File: src/rtl/sar_seq.sv
module sar_seq #(
  parameter int NBITS  = 10,
  parameter int NCH    = 8,
  parameter int NTRIG  = 4,
  parameter int SAMPLE = 16,
  parameter int TOTAL  = 38,
  localparam int CHW = $clog2(NCH),
  localparam int TW  = $clog2(NTRIG),
  localparam int CW  = $clog2(TOTAL + 1)
) (
  input  logic             clk,
  input  logic             rst_n,
  input  logic             en,
  input  logic             ext_mode,
  input  logic             sw_start,
  input  logic [NTRIG-1:0] trig_in,
  input  logic [TW-1:0]    trig_sel,
  input  logic [CHW-1:0]   chan_sel,
  input  logic             irq_en,
  input  logic             irq_clr,
  input  logic             cmp_in,
  output logic [CHW-1:0]   mux_sel,
  output logic             sh_close,
  output logic [NBITS-1:0] dac_code,
  output logic             busy,
  output logic             irq_flag,
  output logic             irq,
  output logic [NBITS-9:0] res_hi,
  output logic [7:0]       res_lo
);
  localparam logic [CW-1:0]    S_END = CW'(SAMPLE);
  localparam logic [CW-1:0]    C_END = CW'(SAMPLE + NBITS);
  localparam logic [CW-1:0]    LAST  = CW'(TOTAL - 1);
  localparam logic [NBITS-1:0] MSB1  = {1'b1, {(NBITS-1){1'b0}}};

  logic [CW-1:0]    cnt;
  logic             busy_q, flag_q, trig_q;
  logic [CHW-1:0]   chan_q;
  logic [NBITS-1:0] sar_q, res_q;

  wire              trig_now = trig_in[trig_sel];
  wire              trig_rise = trig_now & ~trig_q;
  wire              start = en & ~busy_q & (ext_mode ? trig_rise : sw_start);
  wire              in_conv = busy_q && cnt >= S_END && cnt < C_END;
  wire [CW-1:0]     off = cnt - S_END;
  wire [NBITS-1:0]  trial = in_conv ? (MSB1 >> off) : '0;
  wire              done = busy_q && cnt == LAST;

  always_ff @(posedge clk or negedge rst_n) begin
    if (!rst_n) begin
      busy_q <= 1'b0;
      cnt    <= '0;
      chan_q <= '0;
      sar_q  <= '0;
      res_q  <= '0;
    end else if (!en) begin
      busy_q <= 1'b0;
      cnt    <= '0;
    end else if (start) begin
      busy_q <= 1'b1;
      cnt    <= '0;
      chan_q <= chan_sel;
      sar_q  <= '0;
    end else if (busy_q) begin
      cnt <= cnt + 1'b1;
      if (in_conv && cmp_in) sar_q <= sar_q | trial;
      if (done) begin
        busy_q <= 1'b0;
        res_q  <= sar_q;
      end
    end
  end

  always_ff @(posedge clk or negedge rst_n) begin
    if (!rst_n) begin
      flag_q <= 1'b0;
      trig_q <= 1'b0;
    end else begin
      trig_q <= trig_now;
      if (en && done) flag_q <= 1'b1;
      else if (irq_clr) flag_q <= 1'b0;
    end
  end

  assign mux_sel  = chan_q;
  assign sh_close = busy_q && cnt < S_END;
  assign dac_code = sar_q | trial;
  assign busy     = busy_q;
  assign irq_flag = flag_q;
  assign irq      = flag_q & irq_en;
  assign res_hi   = res_q[NBITS-1:8];
  assign res_lo   = res_q[7:0];
endmodule


File: config.mk
export PLATFORM = sky130hd
export DESIGN_NAME = sar_seq
export DESIGN_NICKNAME = d
export VERILOG_FILES = /design/src/rtl/sar_seq.sv
export SDC_FILE = /design/constraint.sdc
export NUM_CORES = 1
export LEC_CHECK = 0
export CAP_MARGIN = 5
export CORE_ASPECT_RATIO = 0.5
export CORE_MARGIN = 10
export CORE_UTILIZATION = 47
export DETAILED_ROUTE_END_ITERATION = 8
export PLACE_DENSITY = 0.82
export SYNTH_ARGS = -nofsm -noshare
export SYNTH_HDL_FRONTEND = slang
export SYNTH_SLANG_ARGS = --single-unit
export TNS_END_PERCENT = 5
File: constraint.sdc
create_clock -name clk -period 2 [get_ports clk]
set_input_delay 0.2 -clock clk [delete_from_list [all_inputs] [get_ports clk]]
set_output_delay 0.2 -clock clk [all_outputs]
set_load 0.01 [all_outputs]
Word-level counts from Yosys, hierarchy flattened --
Cells that the tools add are included.
Word-level totals: register bits 32, logic and storage cells 52, output and inout port bits 27, bits of input ports 17
Operators by class: bitwise logic cells 8, $add $sub $neg 2, equal/unequal tests 2, shift operators 1, $lt $le $gt $ge 4, muxes and demuxes 16, reduce and logical (&&, ||, !) cells 12
Operators with widths (count):
- 10-bit two-way mux | 4
- 6-bit two-way mux | 3
- 6-bit by 5-bit less-than comparator with 1-bit output, second input constant | 2
- 10-bit bitwise OR | 1
- 10-bit by 6-bit >> shifter with 10-bit output, first input constant | 1
- 1-bit two-way mux | 8
- 6-bit by 1-bit adder with 6-bit output, second input constant | 1
- 6-bit == test, second input constant | 1
- 6-bit by 5-bit >= comparator with 1-bit output, second input constant | 1
- 1-bit logical AND | 6
- 2-bit nonzero test | 3
- 6-bit by 5-bit subtractor with 6-bit output, second input constant | 1
- 1-bit AND | 4
- 4-bit AND reduction | 1
- 2-bit by 3-bit less-than comparator with 1-bit output, second input constant | 1
- 3-bit by 1-bit inequality test with 1-bit output, second input constant | 1
- 1-bit NOT | 3
- 3-bit AND reduction | 1
- 1-bit binary-select mux with 2-bit select | 1
- 2-bit AND reduction | 1

Depth between registers and ports, before layout --
Gate-level depths: netlist of the first run.
depth after elaboration 8, gate-level depth with buffers 6, gate-level depth less buffers 6

Worst setup path after synthesis of the first run --
No wires, ideal clock.
path type reg-to-reg, start reg cnt[1], end reg res_q[0], stages on the path, launching flop included 6, setup slack 0.434 ns, library setup time 0.125 ns, data arrival time 1.441 ns, clock period less this slack 1.566 ns, buffers on the path 0, data required time 1.875 ns, cell sequence dfrtp_1 inv_1 ha_1 nand4_1 nor2_4 mux2_2
Between the ends: cells in the longest elaborated chain, start to end 3
Ends and longest elaborated chain:
- from (decl) | line 36 | logic [CW-1:0] cnt;
- from (signal assigned) | line 65 | cnt <= cnt + 1'b1;
- 6-bit == test | line 47 | wire done = busy_q && cnt == LAST;
- 1-bit logical AND | line 47
- 4-bit AND reduction (no line)
- to (signal assigned) | line 69 | res_q <= sar_q;
- to (decl) | line 39 | logic [NBITS-1:0] sar_q, res_q;
Every way passes these cells. A chain may end at the register's enable or synchronous reset.

Final worst setup path of the first run --
start reg cnt[3], end out dac_code[4]
Between the ends: cells in the longest elaborated chain, start to end 5, elaborated cells on any way between the ends 8, classes of those cells add/sub: 1; order compare: 2; shift: 1; mux: 1; bitwise: 1; reduce/logical: 2
Ends and longest elaborated chain:
- parallel branches: the longest is 3 deep, another holds 6-bit by 5-bit subtractor with 6-bit output
- 10-bit two-way mux (*) | line 46 | wire [NBITS-1:0] trial = in_conv ? (MSB1 >> off) : '0;
- 10-bit bitwise OR (*) | line 87 | assign dac_code = sar_q | trial;
- to (decl) | line 24 | output logic [NBITS-1:0] dac_code,
Mark *: on every way between the ends.

==> results.toml, run 1 <==
[status]
outcome = "completed"

[sta]
hold_viol = 0
rsz0062_at_grt = "yes"
drv_slew = 0
period_needed_ns = 1.97
tns_ns = 0
finClkSkew_ns = 0.00820
period_share_pct = 98.6
timing.hold.ws_ns = 0.309
fmaxAchievable_ghz = 0.507
setup_ws_ns = 0.0272
maxSlewHeadroom_pct = 71.5
tightest_slew_ns = 0.425
finalSetupViolCount = 0

[clock_tree]
clkSinkCount = 32
insertion_delay_ns = 0.29
clk_pin_slew_worst_paths_ns = 0.07
htree_levels = 2
cts_max_path_buffers = 2
cts-root-buf = "clkbuf_8"
tritoncts = "yes"
cts_buffers = 5

[worst_setup_path]
arrival_ns = 1.77
cp-startpoint = "cnt[3]$_DFFE_PN0P_"
worstPathMaxFanout = 8
rrSetupSlack_ns = 0.12
critPathKind = "reg -> out"
cp-end-kind = "primary output"
startpoint_type = "flop"
critPathRequiredTime_ns = 1.80
worstReg2RegStart = "cnt[5]$_DFFE_PN0P_"

[pwr]
combPwrFrac_pct = 15.2
intPower_uw = 1180
p_switching_uw = 391
clock_power_share_pct = 39.8
leakage_uw = 0.00116
switching_share_pct = 24.9
finalPower_uw = 1570
power_density_nw_per_um2 = 661
seqPwrFrac_pct = 44.9
peakVddDrop_mv = 0.595

[finish]
antenna_cells = 0
multiInputGateArea_um2 = 860
layout-drive-gt1-share_pct = 32.1
final_nets = 229
seq_area_um2 = 801
n_fill_cell = 197
fin_area_um2 = 2380
area_delta_synth_final_pct = 50.6

[route]
wl_per_cell_um = 17.8
num_vias = 1370
vias_per_cell = 5.50
drtIter0Drc = 119
drc = 0
antenna_left = 0
drt_wl_total_um = 4440
drt-pass1-iter-count = 4

[synthesis]
yosys_warnings = 0
synth_cell_type_count = 36
ys_seq_area_share_pct = 50.6
async_flop_share_pct = 100
synth_nets = 160
syn_avg_cell_area_um2 = 11.4
ys_ff_latch = 32
syn-instance-count = 139
ys.flop_type = "dfrtp_1"
synthesis.area_um2 = 1580
synth-edff-count = 0

[grt]
antenna_found_initial = 0
first_global_vias = 1486
grt_max_degree = 33
grt_overflow = 0
grt_usage_pct = 14.1
grt_first_pass_wirelength_um = 6920

[placement]
dp_slack_ns = -0.0276
placed_cell_area_um2 = 2180
hpwl_um = 3130
gp_congestion = 0.887
port_buffers = 43

[worst_hold_path]
min_path_type = "in -> async"

[floorplan]
ios = 44
start_util_pct = 50.8
die_w_um = 102
die-area_um2 = 6230
die_h_um = 61.0
rows = 14
core_region_area_um2 = 3120

[job]
max_cap_violations = 0
## timing repair
action / CTS / global route
hold buffers: 0 / 0
endpoints found under the setup margin: 10 / 9
pin swaps: 2 / 5
setup buffers: 2 / 1
resized for setup: 19 / 25
## per-stage QoR
stage	instances	utilization (%)
global route	249	76.4
finish	249	76.4
floorplan	139	-
CTS	248	75.2
detailed placement	238	70.0
global placement	238	70.0
## registers in the layout, summed over array words and instances (netlist names)
signal and cells:
irq_flag 1, sar_q 10, cnt 6, trig_q 1, busy 1, res_q 10, mux_sel 3
## final timing paths
path / to / cells after the start
max in group asynchronous: mux_sel[1]$_DFFE_PN0P_ / 2
min in group clk: irq_flag$_DFFE_PN0P_ / 2
min reg2reg: res_q[1]$_DFFE_PN0P_ / 1
min: cnt[2]$_DFFE_PN0P_ / 2
max reg2reg: res_q[9]$_DFFE_PN0P_ / 6
max: dac_code[4] / 5
## area by class of cell
type | count | area share, %
Sequential cell | 32 | 33.6
Clock inverter | 3 | 1.78
Timing Repair Buffer | 63 | 22.8
Tap cell | 40 | 2.10
Inverter | 5 | 0.787
Clock buffer | 5 | 2.89
Multi-Input combinational cell | 101 | 36.1
## placed cells by master (no fill, tap or decap), drive strengths merged, types with 4 or more instances in the layout
| master | Yosys | layout |
|---|---|---|
| clkdlybuf4s50 | 0 | 33 |
| dfrtp | 32 | 32 |
| buf | 1 | 20 |
| nor2 | 17 | 17 |
| mux2 | 14 | 14 |
| a21oi | 12 | 12 |
| clkbuf | 0 | 12 |
| a21o | 9 | 9 |
| inv | 5 | 5 |
| nand2 | 4 | 4 |
| ha | 4 | 4 |
| nor4 | 4 | 4 |
## per-layer routing
metal | vias to the layer above | GRT usage [%] | routed length, um
met5 | - | 0 | 0
met4 | 0 | 5.58 | 70
met3 | 6 | 4.47 | 363
met2 | 59 | 24.3 | 2230
met1 | 664 | 16.5 | 1770
li1 | 641 | - | -
## kinds of logic after synthesis
kind of cell,Yosys count,synth area share (%)
simple gates,48,17.9
buf+inv,6,1.66
compound gates,32,14.0
fa+ha+maj,4,3.16
xor+xnor,1,0.553
flops,32,50.6
mux,16,12.2
## Yosys cell counts (all sizes together), types with 2 or more instances
cell type	instances	area share, %
a31oi	2	0.79
ha	4	3.2
nand2	4	0.95
nor4	4	2.0
a21o	9	4.3
nand4bb	2	2.5
nand2b	3	1.2
inv	5	1.2
a21oi	12	4.0
nor2	17	4.5
and3	2	0.79
nor2b	2	0.79
nand3	3	0.95
or2	2	0.79
mux2	14	11
nor3	3	0.95
and2	3	1.2
dfrtp	32	51
o22ai	3	1.2
mux2i	2	1.3
## power by group through the flow
stage | clock, uW | combinational, uW | sequential, uW
global placement | 0 | 230 | 711
detailed placement | 0 | 234 | 713
finish | 627 | 240 | 708
floorplan | 0 | 89.6 | 723
CTS | 634 | 239 | 703
global route | 658 | 256 | 712
## critical path: stages, from the launching register on
cell           delay [ns]
dfrtp_1              0.51
nand2b_1             0.23
nor3_1               0.18
buf_4                0.17
a21o_1               0.11
dlygate4sd2_1        0.28
Power figures use the tool's default switching activity.
==> inputs of run 2 (changes only) <==
- CORE_UTILIZATION: 47 -> 35
- CTS_CLUSTER_DIAMETER: unset -> 30
- PLACE_DENSITY: 0.82 -> 0.64
==> results.toml, run 2 (synthesis gave the netlist of run 1 again) <==
[grt]
first_global_vias = 1424
grt_usage_pct = 10.9
grt_first_pass_wirelength_um = 6860
grt_max_degree = 33
grt_overflow = 0
antenna_found_initial = 0

[route]
vias_per_cell = 4.96
wl_met2_um = 1960
antenna_left = 0
wl_met3_um = 226
drc = 0
drtIter0Drc = 82
num_vias = 1344
wl_per_cell_um = 15.2
met1_length_um = 1890
highest_layer = "met4"
drt-pass1-iter-count = 4
drt_wl_total_um = 4110

[worst_setup_path]
rrSetupSlack_ns = 0.02
cp-end-kind = "primary output"
arrival_ns = 1.81
worstPathMaxFanout = 4
critPathKind = "reg -> out"
worstReg2RegStart = "cnt[5]$_DFFE_PN0P_"
worst_r2r_endpoint = "sar_q[0]$_DFFE_PN0P_"
startpoint_type = "flop"
critPathMaxStageDelay_ns = 0.40
cp_slowest_cell = "dfrtp_1"
crit_chain = "inv_2 -> ha_4 -> nand2_1 -> nor4_2 -> or2_2 -> clkdlybuf4s15_2"
critPathRequiredTime_ns = 1.80
r2r.worst_path.cells = 12

[floorplan]
rows = 17
start_util_pct = 36.1
ios = 44
core_region_area_um2 = 4380
die_w_um = 115
die_h_um = 67.6
die-area_um2 = 7780

[clock_tree]
cts-root-buf = "clkbuf_8"
cts_max_path_buffers = 2
tritoncts = "yes"
cts_hold_buf = 0
clkSinkCount = 32
cts_buffers = 5
htree_levels = 2
clk_pin_slew_worst_paths_ns = 0.06
insertion_delay_ns = 0.28

[placement]
gp_congestion = 0.788
dp_cells = 257
port_buffers = 43
hpwl_um = 3120

[sta]
drv_slew = 0
finalSetupViolCount = 1
tightest_slew_ns = 0.470
rsz0062_at_grt = "yes"
setup_ws_ns = -0.0109
fmaxAchievable_ghz = 0.497
period_needed_ns = 2.01
period_share_pct = 101
finClkSkew_ns = 0.00305
hold_viol = 0
maxSlewHeadroom_pct = 68.4
timing.hold.ws_ns = 0.318

[pwr]
leakage_uw = 0.00119
peakVddDrop_mv = 0.259
power_density_nw_per_um2 = 607

[finish]
final_common_cell = "clkdlybuf4s50_1"
reg_top3 = "res_q (10), sar_q (10), cnt (6)"
area_delta_synth_final_pct = 52.3
final_cells = 271
final_nets = 235
final_cell_mix = "clkdlybuf4s50_1 (33), dfrtp_1 (32), buf_4 (26)"
antenna_cells = 0
layout-drive-gt1-share_pct = 30.8

[job]
max_cap_violations = 0

[status]
violations = "setup timing"
outcome = "finished, violations left"

[worst_hold_path]
min_path_type = "in -> async"
[run 2: cell types whose count changed in the layout (fill, tap and decap cells not counted), sizes merged]
cell           delta
dlymetal6s2s      +1
bufinv            -1
clkinv            -1
dlygate4sd2       +3
buf               +6
clkinvlp          -1
clkbuf            -5
clkdlybuf4s15     +3
[run 2: stage by stage]
stage | setup slack (ns) | area, um^2 | power (uW) | setup TNS (ns) | utilization (%)
floorplan | 0.434 | 1580 | 813 | 0 | -
global placement | 0.0188 | 2220 | 943 | 0 | 50.7
detailed placement | -0.0357 | 2220 | 948 | -0.0522 | 50.7
CTS | -0.234 | 2390 | 1480 | -0.516 | 54.5
global route | -0.118 | 2410 | 1530 | -1.35 | 55.0
finish | -0.0109 | 2410 | 1460 | -0.0109 | 55.0
[run 2: power by group]
part / switching (uW) / total (uW) / internal (uW)
Clock: 219 / 525 / 306
Sequential: 24.9 / 702 / 677
Combinational: 98.0 / 235 / 137
Total: 342 / 1460 / 1120
[run 2: worst max-delay path by stage]
| stage | start | end | slack (ns) | cells after the start |
|---|---|---|---|---|
| 5_1_grt | cnt[5]$_DFFE_PN0P_ | sar_q[0]$_DFFE_PN0P_ | -0.12 | 12 |
| 6_report | cnt[5]$_DFFE_PN0P_ | dac_code[0] | -0.01 | 6 |
| 3_3_place_gp | cnt[5]$_DFFE_PN0P_ | dac_code[0] | 0.02 | 6 |
| 3_5_place_dp | cnt[5]$_DFFE_PN0P_ | dac_code[1] | -0.04 | 6 |
| 2_1_floorplan | cnt[1]$_DFFE_PN0P_ | res_q[0]$_DFFE_PN0P_ | 0.43 | 5 |
| 4_1_cts | cnt[5]$_DFFE_PN0P_ | dac_code[5] | -0.23 | 6 |
[run 2: metal layers]
metal  vias to the layer above  track usage (%)
met5                         -                0
met4                         0             3.22
met3                         4             3.54
met2                        29             18.4
met1                       660             13.2
li1                        651                -
[run 2: critical path: cells and delay by family, from the launching register on]
family,cells,cell delay [ns]
and+or+nand+nor,3,0.59
buffers and inverters,2,0.28
adders and majority gates,1,0.27
DFF,1,0.40
[run 2: final cells by class]
cell class | count | area [um^2]
fill | 402 | 1970
sequential | 32 | 801
multi-input combinational | 101 | 798
timing repair buffer | 69 | 624
clock buffer | 7 | 96.3
tap | 57 | 71.3
inverter | 5 | 18.8
[run 2: timing repair]
action / in CTS / in global routing
pin swaps: 2 / 1
setup buffers: 7 / 0
setup endpoints to repair: 10 / 21
resized for setup: 20 / 7
==> inputs of run 3 (changes only) <==
- ABC_AREA: unset -> 1
- CTS_CLUSTER_DIAMETER: 30 -> 100
- PLACE_DENSITY: 0.64 -> 0.62
==> results.toml, run 3 <==
[synthesis]
synth_top_area_share_pct = 42.7
ys_ff_latch = 32
yosys-top-cells-area = "dfrtp_1 (43%), nand2_1 (12%), nor2_2 (11%)"
yosys_warnings = 0
async_flop_share_pct = 100
synth_nets = 258
synthesis.area_um2 = 1880
synth-edff-count = 0
syn_avg_cell_area_um2 = 7.95
synth.most_common_cell = "nand2_1"
ys.flop_type = "dfrtp_1"
synth_cell_type_count = 29
yosysTopAreaCell = "dfrtp_1"
ys_seq_area_share_pct = 42.7
syn-instance-count = 236
synth.cells.most_frequent = "nand2_1 (58), inv_1 (33), nor2_2 (33)"

[finish]
fin_area_um2 = 2730
area_delta_synth_final_pct = 45.4
final_common_cell = "nand2_1"
final_cell_mix = "nand2_1 (55), clkdlybuf4s50_1 (33), inv_1 (32)"
final_nets = 325
layout-drive-gt1-share_pct = 32.6
antenna_cells = 0
reg_top3 = "res_q (10), sar_q (10), cnt (6)"
final_cells = 374

[worst_setup_path]
critPathKind = "reg -> out"
crit_chain = "buf_6 -> ha_2 -> nand2_2 -> nor2_4 -> nor2_4 -> nand2_4 -> nor2_4 -> nor2_2 -> inv_1 -> buf_2"
cp-end-kind = "primary output"
critPathMaxStageDelay_ns = 0.40
cp_slowest_cell = "dfrtp_1"
path_buf_inv = 3
startpoint_type = "flop"
worstPathMaxFanout = 5
arrival_ns = 1.79
crit_family = "simple AND/OR/NAND/NOR gates"
critPathRequiredTime_ns = 1.80
cpMostUsedCell = "nor2_4"

[route]
antenna_left = 0
drt_wl_total_um = 4800
num_vias = 1672
wl_per_cell_um = 12.8
drtIter0Drc = 89
drt-pass1-iter-count = 4
drc = 0
vias_per_cell = 4.47

[placement]
placed_cell_area_um2 = 2490
hpwl_um = 3460
dp_cells = 363
gp_congestion = 0.884
dp_slack_ns = -0.0536
port_buffers = 43

[grt]
gr-max-usage-layer = "met2"
antenna_found_initial = 0
grt_overflow = 0
met2_usage_pct = 19.9
first_global_vias = 1714
use_met3_pct = 2.97
grt_max_degree = 33
grt_first_pass_wirelength_um = 8250
met1_usage_pct = 13.7
grt_usage_pct = 11.6

[floorplan]
die_h_um = 71.8
ios = 44
core_region_area_um2 = 5040
start_util_pct = 37.2
die-area_um2 = 8860
die_w_um = 124
rows = 18

[sta]
timing.hold.ws_ns = 0.315
period_share_pct = 99.7
period_needed_ns = 1.99
tightest_slew_ns = 0.428
rsz0062_at_grt = "yes"
hold_viol = 0
setup_ws_ns = 0.00685
fmaxAchievable_ghz = 0.502
maxSlewHeadroom_pct = 71.5
drv_slew = 0
finClkSkew_ns = 0.00482
tns_ns = 0
finalSetupViolCount = 0

[clock_tree]
htree_levels = 2
cts_hold_buf = 0
tritoncts = "yes"
clk_pin_slew_worst_paths_ns = 0.07
insertion_delay_ns = 0.29
cts-root-buf = "clkbuf_8"
cts_buffers = 5
cts_max_path_buffers = 2
clkSinkCount = 32

[pwr]
leakage_uw = 0.00133
peakVddDrop_mv = 0.275
power_density_nw_per_um2 = 580

[job]
max_cap_violations = 0

[worst_hold_path]
min_path_type = "in -> async"

[status]
outcome = "completed"
run 3: cell types whose count changed after synthesis, moves of 4 or more:
cell,previous run,this run
a21o_1,9,0
a21oi_1,11,1
inv_1,5,33
mux2_2,10,0
mux2_4,4,0
nand2_1,4,58
nand3_1,3,18
nand4_1,1,9
nor2_1,16,10
nor2_2,0,33
o21ai_1,0,9
run 3: layout make-up:
cell class / count / area [um^2]
clock buffer: 7 / 96.3
clock inverter: 1 / 30.0
fill: 492 / 2320
inverter: 37 / 141
multi-input combinational: 162 / 998
sequential: 32 / 802
tap: 70 / 87.6
timing repair buffer: 65 / 572
run 3: path summary, 6_finish.rpt:
path                                         from                     end  slack (ns)  cells past startpoint
setup / recovery               cnt[4]$_DFFE_PN0P_             dac_code[6]       0.007                     10
hold / removal                              rst_n    res_q[5]$_DFFE_PN0P_        0.31                      2
setup reg to reg               cnt[4]$_DFFE_PN0P_    sar_q[7]$_DFFE_PN0P_        0.27                     11
hold reg to reg            mux_sel[0]$_DFFE_PN0P_  mux_sel[0]$_DFFE_PN0P_        0.48                      2
max in group asynchronous                   rst_n      cnt[1]$_DFFE_PN0P_        1.36                      2
min in group clk                          irq_clr    irq_flag$_DFFE_PN0P_        0.46                      2
run 3: report_power, final:
part           internal (uW)  switching [uW]  total (uW)
Clock                    440             252         692
Sequential               670            20.6         691
Combinational            101            99.6         200
Total                   1210             372        1580
run 3: repair_timing:
item / CTS / global route
endpoints found under the setup margin: 10 / 11
setup buffers: 3 / 0
cloned: 1 / 0
gates resized for setup: 56 / 14
pin swaps: 9 / 17
run 3: layer usage:
layer  wire length (um)  vias to the layer above  part of all wire [%]
li1                   -                      872                     -
met1               2200                      751                    46
met2               2270                       43                    47
met3                260                        6                   5.4
met4                 63                        0                   1.3
met5                  0                        -                     0
run 3: logic make-up after synthesis:
group / share of synthesized area (%)
buffers and inverters: 10.3
flip-flops: 42.7
AND/OR/NAND/NOR: 39.1
AO/OA/AOI/OAI: 4.14
adder cells (fa/ha/maj): 3.34
XOR/XNOR: 0.467
run 3: worst register-to-register path: cells and delay by family (launching register included):
kind | cells | cell delay [ns]
simple gates | 7 | 0.73
buf+inv | 3 | 0.37
fa+ha+maj | 1 | 0.17
flops | 1 | 0.40
run 3: metrics by stage:
step,util (%),power [uW]
5_1_grt,54.1,1660
3_3_place_gp,49.4,892
6_report,54.1,1580
4_1_cts,52.7,1590
2_1_floorplan,-,775
3_5_place_dp,49.4,896
